===== src/rtl/fsg_pkg.sv =====
package fsg_pkg;
  localparam int SR_W      = 8;
  localparam int BIT_LOCK  = 7;
  localparam int BIT_BP_HI = 4;
  localparam int BIT_BP_LO = 2;
  localparam int BIT_WEL   = 1;
  localparam int BIT_BUSY  = 0;
  localparam int BP_W      = BIT_BP_HI - BIT_BP_LO + 1;
  localparam int PROT_W    = BP_W + 1;

  // lock bit over protect code, as held in the backing and shadow copies
  typedef struct packed {
    logic            lock;
    logic [BP_W-1:0] bp;
  } prot_t;

  function automatic prot_t prot_from_byte(input logic [SR_W-1:0] b);
    prot_t p;
    p.lock = b[BIT_LOCK];
    p.bp   = b[BIT_BP_HI:BIT_BP_LO];
    return p;
  endfunction
endpackage


===== src/rtl/fsg_protect_decode.sv =====
module fsg_protect_decode
  import fsg_pkg::*;
#(
  parameter int NUM_BLOCKS = 8,
  localparam int BLK_IDX_W = $clog2(NUM_BLOCKS),
  localparam int LOG_NB    = $clog2(NUM_BLOCKS)
) (
  input  logic [BP_W-1:0]      bp_i,
  input  logic [BLK_IDX_W-1:0] blk_idx_i,
  output logic                 blk_locked_o,
  output logic                 any_bp_o
);
  logic [BLK_IDX_W:0]    lock_cnt;
  logic [NUM_BLOCKS-1:0] lock_mask;

  always_comb begin
    if (bp_i == '0) begin
      lock_cnt = '0;
    end else if (int'(bp_i) > LOG_NB) begin
      lock_cnt = (BLK_IDX_W+1)'(NUM_BLOCKS);
    end else begin
      lock_cnt = (BLK_IDX_W+1)'(1) << (bp_i - BP_W'(1));
    end
  end

  for (genvar b = 0; b < NUM_BLOCKS; b++) begin : g_mask
    assign lock_mask[b] = (lock_cnt != '0) && (b >= (NUM_BLOCKS - int'(lock_cnt)));
  end

  assign blk_locked_o = lock_mask[blk_idx_i];
  assign any_bp_o     = |bp_i;
endmodule


===== src/rtl/fsg_busy_tracker.sv =====
module fsg_busy_tracker (
  input  logic clk,
  input  logic rst_n,
  input  logic start_i,
  input  logic done_i,
  output logic busy_o,
  output logic finish_o
);
  logic busy_q, busy_d;

  always_comb begin
    busy_d = busy_q;
    if (busy_q) begin
      if (done_i) busy_d = 1'b0;
    end else if (start_i) begin
      busy_d = 1'b1;
    end
  end

  always_ff @(posedge clk or negedge rst_n) begin
    if (!rst_n) busy_q <= 1'b0;
    else        busy_q <= busy_d;
  end

  assign busy_o   = busy_q;
  assign finish_o = busy_q & done_i;
endmodule


===== src/rtl/fsg_status_store.sv =====
module fsg_status_store
  import fsg_pkg::*;
#(
  parameter logic [PROT_W-1:0] NV_INIT = '0
) (
  input  logic  clk,
  input  logic  rst_n,
  input  logic  set_wel_i,
  input  logic  clr_wel_i,
  input  logic  nv_start_i,
  input  logic  vol_wr_i,
  input  prot_t wr_prot_i,
  input  logic  finish_i,
  output prot_t eff_o,
  output logic  wel_o
);
  logic  wel_q, wel_d;
  prot_t nv_q, nv_d, sh_q, sh_d, pend_q, pend_d;
  logic  pend_vld_q, pend_vld_d;
  logic  nv_en, sh_en, pend_en;

  always_comb begin
    wel_d      = wel_q;
    nv_d       = nv_q;
    sh_d       = sh_q;
    pend_d     = pend_q;
    pend_vld_d = pend_vld_q;
    nv_en      = 1'b0;
    sh_en      = 1'b0;
    pend_en    = 1'b0;

    if (finish_i || clr_wel_i) wel_d = 1'b0;
    else if (set_wel_i)        wel_d = 1'b1;

    if (nv_start_i) begin
      pend_en    = 1'b1;
      pend_d     = wr_prot_i;
      pend_vld_d = 1'b1;
    end

    if (finish_i && pend_vld_q) begin
      nv_en      = 1'b1;
      sh_en      = 1'b1;
      pend_en    = 1'b1;
      pend_vld_d = 1'b0;
      nv_d.lock  = nv_q.lock | pend_q.lock;
      nv_d.bp    = pend_q.bp;
      sh_d       = nv_d;
    end else if (vol_wr_i) begin
      sh_en      = 1'b1;
      sh_d.lock  = sh_q.lock | wr_prot_i.lock;
      sh_d.bp    = wr_prot_i.bp;
    end
  end

  always_ff @(posedge clk or negedge rst_n) begin
    if (!rst_n) wel_q <= 1'b0;
    else        wel_q <= wel_d;
  end

  always_ff @(posedge clk or negedge rst_n) begin
    if (!rst_n)     nv_q <= NV_INIT;
    else if (nv_en) nv_q <= nv_d;
  end

  always_ff @(posedge clk or negedge rst_n) begin
    if (!rst_n)     sh_q <= NV_INIT;
    else if (sh_en) sh_q <= sh_d;
  end

  always_ff @(posedge clk or negedge rst_n) begin
    if (!rst_n) begin
      pend_q     <= '0;
      pend_vld_q <= 1'b0;
    end else if (pend_en) begin
      pend_q     <= pend_d;
      pend_vld_q <= pend_vld_d;
    end
  end

  assign eff_o = sh_q;
  assign wel_o = wel_q;
endmodule


===== src/rtl/flash_status_guard.sv =====
module flash_status_guard
  import fsg_pkg::*;
#(
  parameter int                NUM_BLOCKS  = 8,
  parameter int                BLOCK_BYTES = 65536,
  parameter logic [PROT_W-1:0] NV_INIT     = '0,
  localparam int BLK_IDX_W = $clog2(NUM_BLOCKS),
  localparam int OFS_W     = $clog2(BLOCK_BYTES),
  localparam int ADDR_W    = BLK_IDX_W + OFS_W
) (
  input  logic              clk,
  input  logic              rst_n,
  input  logic              wel_set_i,
  input  logic              wel_clr_i,
  input  logic              vol_arm_i,
  input  logic              sr_write_i,
  input  logic [SR_W-1:0]   sr_data_i,
  input  logic              prog_i,
  input  logic              sect_erase_i,
  input  logic              blk_erase_i,
  input  logic              chip_erase_i,
  input  logic [ADDR_W-1:0] req_addr_i,
  input  logic              other_cmd_i,
  input  logic              op_done_i,
  output logic [SR_W-1:0]   status_o,
  output logic              grant_o,
  output logic              deny_o,
  output logic              busy_o
);
  logic  busy, finish, wel, blk_locked, any_bp;
  prot_t eff;
  logic  any_cmd, any_req, permit, start, vol_wr;
  logic  vol_armed_q, vol_armed_d;
  logic  grant_q, grant_d, deny_q, deny_d;

  assign any_req = sr_write_i | prog_i | sect_erase_i | blk_erase_i | chip_erase_i;
  assign any_cmd = any_req | wel_set_i | wel_clr_i | vol_arm_i | other_cmd_i;

  fsg_protect_decode #(.NUM_BLOCKS(NUM_BLOCKS)) u_decode (
    .bp_i         (eff.bp),
    .blk_idx_i    (req_addr_i[ADDR_W-1 -: BLK_IDX_W]),
    .blk_locked_o (blk_locked),
    .any_bp_o     (any_bp)
  );

  // request arbitration: status write, then program, then the erases
  always_comb begin
    permit = 1'b0;
    start  = 1'b0;
    vol_wr = 1'b0;
    if (!busy) begin
      if (sr_write_i) begin
        if (vol_armed_q) begin
          vol_wr = !eff.lock;
          permit = vol_wr;
        end else begin
          permit = wel && !eff.lock;
          start  = permit;
        end
      end else if (prog_i || sect_erase_i || blk_erase_i) begin
        permit = wel && !blk_locked;
        start  = permit;
      end else if (chip_erase_i) begin
        permit = wel && !any_bp;
        start  = permit;
      end
    end
  end

  always_comb begin
    vol_armed_d = vol_armed_q;
    if (vol_arm_i && !busy) vol_armed_d = 1'b1;
    else if (any_cmd)       vol_armed_d = 1'b0;
    grant_d = any_req & permit;
    deny_d  = any_req & ~permit;
  end

  always_ff @(posedge clk or negedge rst_n) begin
    if (!rst_n) begin
      vol_armed_q <= 1'b0;
      grant_q     <= 1'b0;
      deny_q      <= 1'b0;
    end else begin
      vol_armed_q <= vol_armed_d;
      grant_q     <= grant_d;
      deny_q      <= deny_d;
    end
  end

  fsg_busy_tracker u_busy (
    .clk      (clk),
    .rst_n    (rst_n),
    .start_i  (start),
    .done_i   (op_done_i),
    .busy_o   (busy),
    .finish_o (finish)
  );

  fsg_status_store #(.NV_INIT(NV_INIT)) u_store (
    .clk        (clk),
    .rst_n      (rst_n),
    .set_wel_i  (wel_set_i && !busy),
    .clr_wel_i  (wel_clr_i && !busy),
    .nv_start_i (start && sr_write_i),
    .vol_wr_i   (vol_wr),
    .wr_prot_i  (prot_from_byte(sr_data_i)),
    .finish_i   (finish),
    .eff_o      (eff),
    .wel_o      (wel)
  );

  always_comb begin
    status_o                       = '0;
    status_o[BIT_LOCK]             = eff.lock;
    status_o[BIT_BP_HI:BIT_BP_LO]  = eff.bp;
    status_o[BIT_WEL]              = wel;
    status_o[BIT_BUSY]             = busy;
  end

  assign grant_o = grant_q;
  assign deny_o  = deny_q;
  assign busy_o  = busy;
endmodule


===== config.mk =====
export PLATFORM = sky130hd
export DESIGN_NAME = flash_status_guard
export DESIGN_NICKNAME = d
export VERILOG_FILES = /design/src/rtl/fsg_pkg.sv /design/src/rtl/fsg_protect_decode.sv /design/src/rtl/fsg_busy_tracker.sv /design/src/rtl/fsg_status_store.sv /design/src/rtl/flash_status_guard.sv
export SDC_FILE = /design/constraint.sdc
export NUM_CORES = 1
export LEC_CHECK = 0
export ABC_AREA = 0
export BUFFER_PORTS_ARGS = -buffer_cell sky130_fd_sc_hd__clkbuf_2
export CAP_MARGIN = 20
export CORE_UTILIZATION = 47
export CTS_CLUSTER_SIZE = 30
export DETAILED_ROUTE_END_ITERATION = 8
export PLACE_DENSITY_LB_ADDON = 0.12
export SYNTH_ARGS = -nofsm -noshare
export SYNTH_HDL_FRONTEND = slang
export SYNTH_SLANG_ARGS = --single-unit

===== constraint.sdc =====
create_clock -name clk -period 6.5 [get_ports clk]
set_clock_uncertainty 0.05 [all_clocks]
set_input_delay 1.95 -clock clk [delete_from_list [all_inputs] [get_ports clk]]
set_output_delay 1.95 -clock clk [all_outputs]
set_load 0.02 [all_outputs]

==> results.toml, run 1 <==
[setup_path]
buf_inv_stages_crit_path = 1
cp_max_fo = 13
rrSetupSlack_ns = 3.84
end_kind = "output pin"
timing.critical_path.from_type = "flip-flop"
worst_path_max_delay_cell = "sky130_fd_sc_hd__dfrtp_1"
worst_ep_arrival_ns = 1.11
worst_path_dominant_cell_family = "flip-flops"
maximum_cell_stage_delay_along_the_critical_path_ns = 0.58
critical_path_cell_count = 1
timing.rr.start = "u_store.eff_o[1]"
path_cells = "clkbuf_2"
cp.required_ns = 4.50
rr_worst_depth = 9
reg2reg_to = "deny_o"
critPathKind = "flip-flop to output pin"

[synthesis]
yosysWarningCount = 0
netlist_area_um2 = 952
flops_latches_synth = 15
distinct_cell_type_count_of_the_synthesized_netlist = 39
synth_cells = 99
avg_synthesized_cell_area_um2 = 9.62
yosysSeqAreaShare_pct = 39.4

[place]
hpwlAfterDp_mm = 1.45
number_of_buffers_inserted_by_port_buffering = 27
post_placement_worst_setup_slack_ns = 3.22
gp_routability_congestion = 0.742

[sta]
fmax_mhz = 322
timing.setup.tns_ns = 0
final.min_clock_period_ns = 3.11
timing.final.ws_setup_ns = 3.39
unrepaired_setup_endpoints_after_global_routing = "no"
timing.final.setup_violations = 0
layout_worst_path_cycle_share_pct = 47.8
finalMaxSlewViolations = 0
hold_violations = 0

[clock_network]
cts_tree = "built"
clock_tree.htree_level_count = 1
tritoncts.num_buffers = 3
cts_repair_resize_count = 0
clk-insertion-delay-late_ns = 0.29
number_of_buffers_on_the_longest_clock_path = 2
cts.hold.buffers_added = 0
clkTransAtPathRegs_ns = 0.10
cts_setup_buffers = 0
cts_sinks = 15
cts.root.buffer_cell = "sky130_fd_sc_hd__clkbuf_4"

[floorplan]
initial_utilization_pct = 52.3
chipHeight_um = 47.0
design.core.area_um2 = 1820
num_rows = 15
io_pins = 50
fp.dieArea_um2 = 2210
die_w_um = 47.0

[run_status]
status = "finished, final reports clean"

[detailed_routing]
post-route-drc-count = 0
ant_nets = 0
routed_wire_length_per_instance_um = 12.6
routed_wirelength_mm = 1.87
drc_marker_count_from_the_first_detailed_route_iteration = 11
dr_total_vias = 810
detailedRoute.firstPassIterationCount = 4
avgViaCountPerCell = 5.47

[global_routing]
grt_overflow_total = 0
grt_start_max_net_pins = 16
grt_antenna_before_repair = 0
grtUsageTotal_pct = 19.4
grt_first_pass_wirelength_mm = 2.99
via_count_of_the_first_global_routing_pass = 719

[worst_hold_path]
min_path_cells = 1
timing.hold.worst.class = "flip-flop to flip-flop"
hold_path_startpoint = "u_store.nv_q[3]"
holdPathEnd = "u_store.nv_q[3]"

[power]
share_clk_of_total_power_pct = 11.8
net_switching_share_of_the_total_power_pct = 42.8
power.density_cell_area_nw_per_um2 = 417
p_switching_w = 0.000197
worst_vdd_rail_ir_drop_v = 0.000183
power.internal_w = 0.000262
power_frac_comb_pct = 48.2
seqPwrFrac_pct = 40.0
total_power_w = 0.000459
power_leakage_nw = 0.524

[final_layout]
final_net_count = 167
antenna_cells_inserted = 0
flow.area_growth_from_synthesis_pct = 15.5
layout-drive-gt1-share_pct = 30.1

[run]
cap_viol_max_count = 0
## synth_stat cells (all sizes together)
| cell type | n | area, um^2 |
|---|---|---|
| a211o | 1 | 8.76 |
| a211oi | 1 | 7.51 |
| a21o | 3 | 22.5 |
| a21oi | 7 | 35.0 |
| a22o | 1 | 8.76 |
| a311o | 1 | 10.0 |
| a311oi | 1 | 8.76 |
| a31o | 1 | 8.76 |
| a31oi | 2 | 12.5 |
| a32o | 1 | 10.0 |
| and2b | 1 | 8.76 |
| and3 | 1 | 6.26 |
| buf | 6 | 40.0 |
| clkbuf | 2 | 8.75 |
| conb | 1 | 3.75 |
| dfrtp | 15 | 375 |
| ha | 4 | 50.1 |
| inv | 5 | 18.8 |
| mux2 | 4 | 60.1 |
| mux2i | 3 | 30.0 |
| nand2 | 7 | 26.3 |
| nand3b | 1 | 7.51 |
| nor2 | 7 | 26.3 |
| nor2b | 4 | 25.0 |
| nor3 | 3 | 20.0 |
| nor4 | 1 | 6.26 |
| nor4b | 2 | 17.5 |
| o211ai | 1 | 7.51 |
| o21ai | 6 | 30.0 |
| o21bai | 1 | 7.51 |
| o22ai | 1 | 6.26 |
| o32a | 1 | 10.0 |
| o32ai | 1 | 8.76 |
| or4 | 2 | 18.8 |
## registers in the layout (all words and copies together), names as in the netlist
register            flops
u_store.pend_q          4
u_busy.busy_o           1
grant_o                 1
vol_armed_q             1
u_store.wel_o           1
u_store.eff_o           4
deny_o                  1
u_store.pend_vld_q      1
u_store.nv_q            1
## power groups by stage
stage / Sequential [W] / Combinational (W) / Clock, W
floorplan: 0.000191 / 0.000160 / 0
global placement: 0.000182 / 0.000217 / 0
detailed placement: 0.000185 / 0.000223 / 0
CTS: 0.000183 / 0.000224 / 0.0000562
global route: 0.000192 / 0.000249 / 0.0000591
finish: 0.000184 / 0.000222 / 0.0000541
## kinds of logic after synthesis
group / synth area share, %
AO/OA/AOI/OAI: 21.3
AND/OR/NAND/NOR: 17.1
flip-flops: 39.4
buffers and inverters: 7.10
multiplexers: 9.46
adder cells (fa/ha/maj): 5.26
other: 0.394
## layer usage
| metal | routed length, um | global-route usage, % | share of wire, % | vias to the layer above |
|---|---|---|---|---|
| met4 | 12 | 6.86 | 0.64 | 0 |
| met2 | 875 | 31.1 | 47 | 28 |
| li1 | - | - | - | 408 |
| met1 | 874 | 24.3 | 47 | 372 |
| met3 | 103 | 6.92 | 5.5 | 2 |
| met5 | 0 | 0 | 0 | - |
## cell type report
class	count	area [um^2]
fill	178	721
multi-input combinational	72	513
sequential	15	375
timing repair buffer	27	135
tap	25	31.3
clock buffer	4	26.3
inverter	5	18.8
## per-stage QoR
stage	utilization, %	area [um^2]	hold slack [ns]	std cells
floorplan	-	956	0.379	100
global placement	59.0	1070	0.390	144
detailed placement	59.0	1070	0.397	144
CTS	60.4	1100	0.417	148
global route	60.4	1100	0.431	148
finish	60.4	1100	0.414	148
## how the worst max path moves through the flow
stage	to	slack, ns	startpoint
after global placement	u_store.pend_q[3]	3.21	sr_write_i
after detailed placement	u_busy.busy_o	3.22	blk_erase_i
after CTS	busy_o	3.39	u_busy.busy_o
after global routing	status_o[0]	3.32	u_busy.busy_o
final	busy_o	3.39	u_busy.busy_o
after floorplan	u_store.pend_q[0]	3.35	sr_write_i
## cell usage in the layout (no fill, tap or decap), drive strengths merged, types with 4 or more instances in the layout
master	count
clkbuf	31
dfrtp	15
nor2	7
nand2	7
a21oi	7
o21ai	6
inv	5
nor2b	4
mux2	4
ha	4
(Power assumes the default switching activity.)
==> run 2: changes to the inputs <==
--- a/config.mk
+++ b/config.mk
@@ -5,10 +5,10 @@
 export SDC_FILE = /design/constraint.sdc
 export NUM_CORES = 1
 export LEC_CHECK = 0
-export ABC_AREA = 0
+export ABC_AREA = 1
 export BUFFER_PORTS_ARGS = -buffer_cell sky130_fd_sc_hd__clkbuf_2
 export CAP_MARGIN = 20
-export CORE_UTILIZATION = 47
+export CORE_UTILIZATION = 39
 export CTS_CLUSTER_SIZE = 30
 export DETAILED_ROUTE_END_ITERATION = 8
 export PLACE_DENSITY_LB_ADDON = 0.12
==> constraint.sdc (replaced) <==
create_clock -name clk -period 2.5 [get_ports clk]
set_clock_uncertainty 0.05 [all_clocks]
set_input_delay 0.75 -clock clk [delete_from_list [all_inputs] [get_ports clk]]
set_output_delay 0.75 -clock clk [all_outputs]
set_load 0.02 [all_outputs]
==> run 2 against run 1 <==
  * Register-to-register slack got worse by 3.8 ns
  * Critical endpoint is now deny_o
  * Clock power increased to 2.5 times the previous value
  * Non-clock buffer count up 14
  * Core utilization shrank 3.5 points
  * Area after synthesis shrank 5.0%
  * Largest cell class unchanged
  * Sequential cell count stayed put
  * Sequential share of layout area is 4.0 points lower
  * Final cell count increased by 28%
==> results.toml, run 2 <==
[detailed_routing]
ant_nets = 0
detailedRoute.firstPassIterationCount = 4
post-route-drc-count = 0
dr_total_vias = 890
routed_wirelength_mm = 1.92
drc_marker_count_from_the_first_detailed_route_iteration = 12
avgViaCountPerCell = 4.68
routed_wire_length_per_instance_um = 10.1

[sta]
timing.final.ws_setup_ns = 0.0575
final.min_clock_period_ns = 2.44
unrepaired_setup_endpoints_after_global_routing = "yes"
hold_violations = 0
fmax_mhz = 409
timing.final.setup_violations = 0
finalMaxSlewViolations = 0
layout_worst_path_cycle_share_pct = 97.7

[global_routing]
via_count_of_the_first_global_routing_pass = 746
grtUsageTotal_pct = 16.4
grt_overflow_total = 0
grt_start_max_net_pins = 16
grt_antenna_before_repair = 0
grt_first_pass_wirelength_mm = 3.13

[power]
power.density_cell_area_nw_per_um2 = 1210
total_power_w = 0.00151
power_frac_comb_pct = 61.5
net_switching_share_of_the_total_power_pct = 44.0
share_clk_of_total_power_pct = 9.1
worst_vdd_rail_ir_drop_v = 0.000562
seqPwrFrac_pct = 29.4
p_switching_w = 0.000663
power.internal_w = 0.000843
power_leakage_nw = 0.678

[clock_network]
cts_tree = "built"
cts_sinks = 15
cts.root.buffer_cell = "sky130_fd_sc_hd__clkbuf_4"
cts.hold.buffers_added = 0
tritoncts.num_buffers = 3
clock_tree.htree_level_count = 1
number_of_buffers_on_the_longest_clock_path = 2
clkTransAtPathRegs_ns = 0.09
clk-insertion-delay-late_ns = 0.28

[synthesis]
largest_area_contributor_in_the_netlist = "sky130_fd_sc_hd__dfrtp_1"
yosysWarningCount = 0
synth_most_common_cell = "sky130_fd_sc_hd__nand2_1"
yosysSeqAreaShare_pct = 41.5
synth_top_cell_area_share_pct = 41.5
flops_latches_synth = 15
post_synth_main_area_contributors = "sky130_fd_sc_hd__dfrtp_1 (41%), sky130_fd_sc_hd__nand2_1 (11%), sky130_fd_sc_hd__inv_1 (9.1%)"
synth_enable_flop_cells = 0
async_flop_share_pct = 100
distinct_cell_type_count_of_the_synthesized_netlist = 23
netlist_area_um2 = 905
avg_synthesized_cell_area_um2 = 7.54
synthFlopType = "sky130_fd_sc_hd__dfrtp_1"
synth_common_cells = "sky130_fd_sc_hd__nand2_1 (26), sky130_fd_sc_hd__inv_1 (22), sky130_fd_sc_hd__dfrtp_1 (15)"
synth_cells = 120

[setup_path]
cp.required_ns = 2.64
buf_inv_stages_crit_path = 2
timing.critical_path.from_type = "flip-flop"
worst_path_max_delay_cell = "sky130_fd_sc_hd__dfrtp_1"
critPathKind = "flip-flop to flip-flop"
worst_path_most_repeated_cell = "sky130_fd_sc_hd__nand2_1"
cp_max_fo = 2
end_kind = "flip-flop"
worst_ep_arrival_ns = 2.58
worst_path_dominant_cell_family = "simple AND/OR/NAND/NOR gates"
maximum_cell_stage_delay_along_the_critical_path_ns = 0.42
path_cells = "nor2_4, ha_4, nor2_4, inv_2, nor3_4, ha_1, o21ai_2, nand3_1, nand2_1, nand2_1, nand2_1, nand2_1, nand2_1, nand2_1, nand2_1, nand2_1, nand2_2, nand3_2, nand2_1, inv_1"

[place]
post_placement_worst_setup_slack_ns = -0.0852
gp_routability_congestion = 0.782
hpwlAfterDp_mm = 1.39
number_of_buffers_inserted_by_port_buffering = 27

[floorplan]
die_w_um = 50.2
fp.dieArea_um2 = 2520
num_rows = 17
io_pins = 50
initial_utilization_pct = 41.3
design.core.area_um2 = 2190
chipHeight_um = 50.2

[final_layout]
final_common_cell = "sky130_fd_sc_hd__clkbuf_2"
antenna_cells_inserted = 0
layout_common_cells = "sky130_fd_sc_hd__clkbuf_2 (27), sky130_fd_sc_hd__nand2_1 (25), sky130_fd_sc_hd__inv_1 (18)"
final_net_count = 206
flow.area_growth_from_synthesis_pct = 37.9
layout-drive-gt1-share_pct = 39.5

[run]
cap_viol_max_count = 0

[worst_hold_path]
timing.hold.worst.class = "input pin to async pin"

[run_status]
status = "finished, final reports clean"
==> run 2: changes by cell type after synthesis, moves of 3 or more <==
| cell | before | now |
|---|---|---|
| sky130_fd_sc_hd__nand2_1 | 7 | 26 |
| sky130_fd_sc_hd__inv_1 | 5 | 22 |
| sky130_fd_sc_hd__o21ai_0 | 5 | 11 |
| sky130_fd_sc_hd__a21oi_1 | 7 | 2 |
| sky130_fd_sc_hd__nand3_1 | 0 | 5 |
| sky130_fd_sc_hd__mux2_4 | 4 | 0 |
| sky130_fd_sc_hd__nor2b_1 | 4 | 0 |
| sky130_fd_sc_hd__a21o_1 | 3 | 0 |
| sky130_fd_sc_hd__mux2i_1 | 3 | 0 |
| sky130_fd_sc_hd__nor3_1 | 2 | 5 |
==> run 2: cells by family (layout without fill, tap and decap cells) <==
logic type / Yosys count / in the layout / share of synthesized area [%]
AO/OA/AOI/OAI: 22 / 22 / 13.7
adder cells (fa/ha/maj): 4 / 4 / 5.53
buffers and inverters: 27 / 68 / 12.9
flip-flops: 15 / 15 / 41.5
multiplexers: 2 / 2 / 2.49
other: 1 / 2 / 0.415
AND/OR/NAND/NOR: 49 / 49 / 23.5
==> run 2: worst paths after layout <==
kind	start	slack, ns	end	cells after the start
min in group clk	u_store.nv_q[3]	0.44	u_store.nv_q[3]	2
hold reg to reg	u_store.nv_q[3]	0.44	u_store.nv_q[3]	2
setup reg to reg	u_store.eff_o[0]	0.06	deny_o	20
setup / recovery	u_store.eff_o[0]	0.06	deny_o	20
hold / removal	rst_n	0.32	u_store.wel_o	1
max in group asynchronous	rst_n	1.82	u_store.pend_q[1]	1
==> run 2: area by class of cell <==
type,count,area [um^2]
Clock buffer,3,22.5
Fill cell,203,943
Multi-Input combinational cell,79,479
Inverter,23,86.3
Tap cell,28,35.0
Clock inverter,1,5.00
Sequential cell,15,375
Timing Repair Buffer,41,244
==> run 2: worst register-to-register path: stages, from the launching register on <==
cell,delay (ns)
sky130_fd_sc_hd__dfrtp_1,0.42
sky130_fd_sc_hd__nor2_4,0.15
sky130_fd_sc_hd__ha_4,0.23
sky130_fd_sc_hd__nor2_4,0.12
sky130_fd_sc_hd__inv_2,0.06
sky130_fd_sc_hd__nor3_4,0.20
sky130_fd_sc_hd__ha_1,0.26
sky130_fd_sc_hd__o21ai_2,0.13
sky130_fd_sc_hd__nand3_1,0.08
sky130_fd_sc_hd__nand2_1,0.07
sky130_fd_sc_hd__nand2_1,0.04
sky130_fd_sc_hd__nand2_1,0.05
sky130_fd_sc_hd__nand2_1,0.04
sky130_fd_sc_hd__nand2_1,0.05
sky130_fd_sc_hd__nand2_1,0.04
sky130_fd_sc_hd__nand2_1,0.05
sky130_fd_sc_hd__nand2_1,0.06
sky130_fd_sc_hd__nand2_2,0.08
sky130_fd_sc_hd__nand3_2,0.07
sky130_fd_sc_hd__nand2_1,0.07
sky130_fd_sc_hd__inv_1,0.03
==> run 2: through the flow <==
step / utilization [%] / cell area [um^2] / setup TNS (ns) / instances / hold WS [ns]
after floorplan: - / 908 / 0 / 121 / 0.394
after global placement: 50.9 / 1120 / -0.0603 / 181 / 0.411
after detailed placement: 50.9 / 1120 / -0.117 / 181 / 0.414
after CTS: 52.7 / 1150 / 0 / 185 / 0.321
after global routing: 56.9 / 1250 / -0.394 / 190 / 0.336
final: 56.9 / 1250 / 0 / 190 / 0.316
==> run 2: per-layer routing <==
layer	GRT usage (%)	up-vias	wire, um
met5	0	-	0
met4	5.71	0	14
met3	3.64	2	90
met2	27.8	27	928
met1	20.3	395	882
li1	-	466	-
==> run 2: repair_timing <==
item,CTS,global route
setup endpoints to repair,3,3
buffers inserted,0,5
pin swaps,0,8
resized for setup,3,14
==> run 2: power groups by stage <==
stage / clock network [W] / logic (W) / registers [W]
final: 0.000136 / 0.000926 / 0.000443
after floorplan: 0 / 0.000420 / 0.000505
after global routing: 0.000153 / 0.00104 / 0.000457
after global placement: 0 / 0.000746 / 0.000432
after CTS: 0.000142 / 0.000776 / 0.000434
after detailed placement: 0 / 0.000756 / 0.000436
==> run 3: changes to the inputs <==
--- a/config.mk
+++ b/config.mk
@@ -12,6 +12,7 @@
 export CTS_CLUSTER_SIZE = 30
 export DETAILED_ROUTE_END_ITERATION = 8
 export PLACE_DENSITY_LB_ADDON = 0.12
+export REMOVE_ABC_BUFFERS = 1
 export SYNTH_ARGS = -nofsm -noshare
 export SYNTH_HDL_FRONTEND = slang
 export SYNTH_SLANG_ARGS = --single-unit
==> run 3 against run 2 <==
  * Power is 1.3% lower
  * Sequential share of layout area is 0.091 points higher
  * Register-to-register slack better by 0.06 ns
  * Maximum frequency is 2.3% higher
  * First-iteration DRC count is 17% lower
  * Count of clock-buffer cells in the layout is 1 higher
  * Die area stayed put
  * Highest routed layer unchanged
  * Critical path depth stayed put
  * Sequential cell count stayed put
==> results.toml, run 3 (synthesis gave the netlist of run 2 again) <==
[setup_path]
cp.required_ns = 2.63
maximum_cell_stage_delay_along_the_critical_path_ns = 0.42
cp_max_fo = 2
timing.critical_path.from_type = "flip-flop"
rr_worst_depth = 20
buf_inv_stages_crit_path = 2
end_kind = "flip-flop"
worst_path_dominant_cell_family = "simple AND/OR/NAND/NOR gates"
worst_path_most_repeated_cell = "sky130_fd_sc_hd__nand2_1"
critPathKind = "flip-flop to flip-flop"
timing.rr.start = "u_store.eff_o[0]"
rrSetupSlack_ns = 0.11
worst_path_max_delay_cell = "sky130_fd_sc_hd__dfrtp_1"
path_cells = "nor2_4, ha_4, nor2_4, inv_2, nor3_4, ha_4, o21ai_2, nand3_1, nand2_1, nand2_1, nand2_1, nand2_1, nand2_1, nand2_1, nand2_1, nand2_1, nand2_2, nand3_2, nand2_1, inv_1"
worst_ep_arrival_ns = 2.51
reg2reg_to = "deny_o"

[final_layout]
final_net_count = 203
layout_common_cells = "sky130_fd_sc_hd__clkbuf_2 (27), sky130_fd_sc_hd__nand2_1 (24), sky130_fd_sc_hd__inv_1 (18)"
layout-drive-gt1-share_pct = 39.6
flow.area_growth_from_synthesis_pct = 37.5
final_common_cell = "sky130_fd_sc_hd__clkbuf_2"
antenna_cells_inserted = 0
final_core_util_pct = 56.8

[sta]
fin_worst_hold_slack_ns = 0.322
finalMaxSlewViolations = 0
timing.final.setup_violations = 0
layout_worst_path_cycle_share_pct = 95.5
hold_violations = 0
fmax_mhz = 419
final.min_clock_period_ns = 2.39
unrepaired_setup_endpoints_after_global_routing = "yes"

[clock_network]
clock_tree.htree_level_count = 1
cts.hold.buffers_added = 0
clk-insertion-delay-late_ns = 0.28
number_of_buffers_on_the_longest_clock_path = 2
cts_tree = "built"
clkTransAtPathRegs_ns = 0.09
cts_sinks = 15
cts.root.buffer_cell = "sky130_fd_sc_hd__clkbuf_4"
tritoncts.num_buffers = 3

[global_routing]
grt_antenna_before_repair = 0
grt_overflow_total = 0
via_count_of_the_first_global_routing_pass = 837
grtUsageTotal_pct = 16.9
grt_first_pass_wirelength_mm = 3.17
grt_start_max_net_pins = 16

[power]
power_leakage_nw = 0.662
power.density_cell_area_nw_per_um2 = 1200
worst_vdd_rail_ir_drop_v = 0.000555

[detailed_routing]
post-route-drc-count = 0
routed_wirelength_mm = 1.98
routed_wire_length_per_instance_um = 10.6
detailedRoute.firstPassIterationCount = 4
ant_nets = 0
avgViaCountPerCell = 4.78
dr_total_vias = 894
drc_marker_count_from_the_first_detailed_route_iteration = 10

[worst_hold_path]
timing.hold.worst.class = "input pin to async pin"

[run]
cap_viol_max_count = 0

[floorplan]
initial_utilization_pct = 41.3
die_w_um = 50.2
design.core.area_um2 = 2190
num_rows = 17
io_pins = 50
chipHeight_um = 50.2
fp.dieArea_um2 = 2520

[run_status]
status = "finished, final reports clean"

[place]
hpwlAfterDp_mm = 1.46
gp_routability_congestion = 0.748
number_of_buffers_inserted_by_port_buffering = 27
-- run 3: cell types whose count changed in the layout (fill, tap and decap cells not counted), sizes merged --
cell and delta:
clkbuf +1, buf -3, clkinv -1
-- run 3: worst reg2reg max path: stages (launching register included) --
cell                      delay [ns]
sky130_fd_sc_hd__dfrtp_1        0.42
sky130_fd_sc_hd__nor2_4         0.16
sky130_fd_sc_hd__ha_4           0.23
sky130_fd_sc_hd__nor2_4         0.09
sky130_fd_sc_hd__inv_2          0.06
sky130_fd_sc_hd__nor3_4         0.18
sky130_fd_sc_hd__ha_4           0.24
sky130_fd_sc_hd__o21ai_2        0.13
sky130_fd_sc_hd__nand3_1        0.09
sky130_fd_sc_hd__nand2_1        0.06
sky130_fd_sc_hd__nand2_1        0.04
sky130_fd_sc_hd__nand2_1        0.05
sky130_fd_sc_hd__nand2_1        0.05
sky130_fd_sc_hd__nand2_1        0.05
sky130_fd_sc_hd__nand2_1        0.04
sky130_fd_sc_hd__nand2_1        0.05
sky130_fd_sc_hd__nand2_1        0.06
sky130_fd_sc_hd__nand2_2        0.08
sky130_fd_sc_hd__nand3_2        0.07
sky130_fd_sc_hd__nand2_1        0.07
sky130_fd_sc_hd__inv_1          0.03
-- run 3: report_power, final --
| group | total [W] | internal, W | switching (W) |
|---|---|---|---|
| logic | 0.000909 | 0.000400 | 0.000509 |
| clock network | 0.000135 | 0.0000618 | 0.0000731 |
| registers | 0.000443 | 0.000357 | 0.0000854 |
-- run 3: worst max-delay path by stage --
| stage | startpoint | cells after the start | slack, ns | end |
|---|---|---|---|---|
| after global placement | u_store.eff_o[1] | 20 | -0.06 | deny_o |
| after detailed placement | u_store.eff_o[1] | 20 | -0.07 | deny_o |
| after CTS | u_store.eff_o[1] | 21 | 0.007 | deny_o |
| after floorplan | u_store.eff_o[1] | 20 | 0.01 | deny_o |
| final | u_store.eff_o[0] | 20 | 0.11 | deny_o |
| after global routing | u_store.eff_o[0] | 23 | -0.12 | deny_o |
-- run 3: stage by stage --
step                total power [W]  cells  setup TNS (ns)  worst slack [ns]  instance area [um^2]
floorplan                  0.000900    117               0            0.0105                   878
global placement            0.00117    180         -0.0585           -0.0585                  1110
detailed placement          0.00118    180         -0.0719           -0.0714                  1110
CTS                         0.00134    184               0           0.00736                  1150
global route                0.00162    187          -0.273            -0.123                  1240
finish                      0.00149    187               0             0.113                  1240
-- run 3: layout make-up --
class,instances,area [um^2]
clock buffer,4,26.3
fill,208,947
inverter,23,88.8
multi-input combinational,79,497
sequential,15,375
tap,28,35.0
timing repair buffer,38,221
-- run 3: repair_timing --
item                                    4_1_cts  5_1_grt
endpoints found under the setup margin        2        3
pin swaps                                     0        5
setup buffers                                 0        3
resized for setup                             3       18
cloned                                        0        0
-- run 3: per-layer routing --
metal	global-route usage (%)	wire length (um)
met5	0	0
met4	8.10	16
met3	2.73	64
met2	30.0	1020
met1	19.5	876
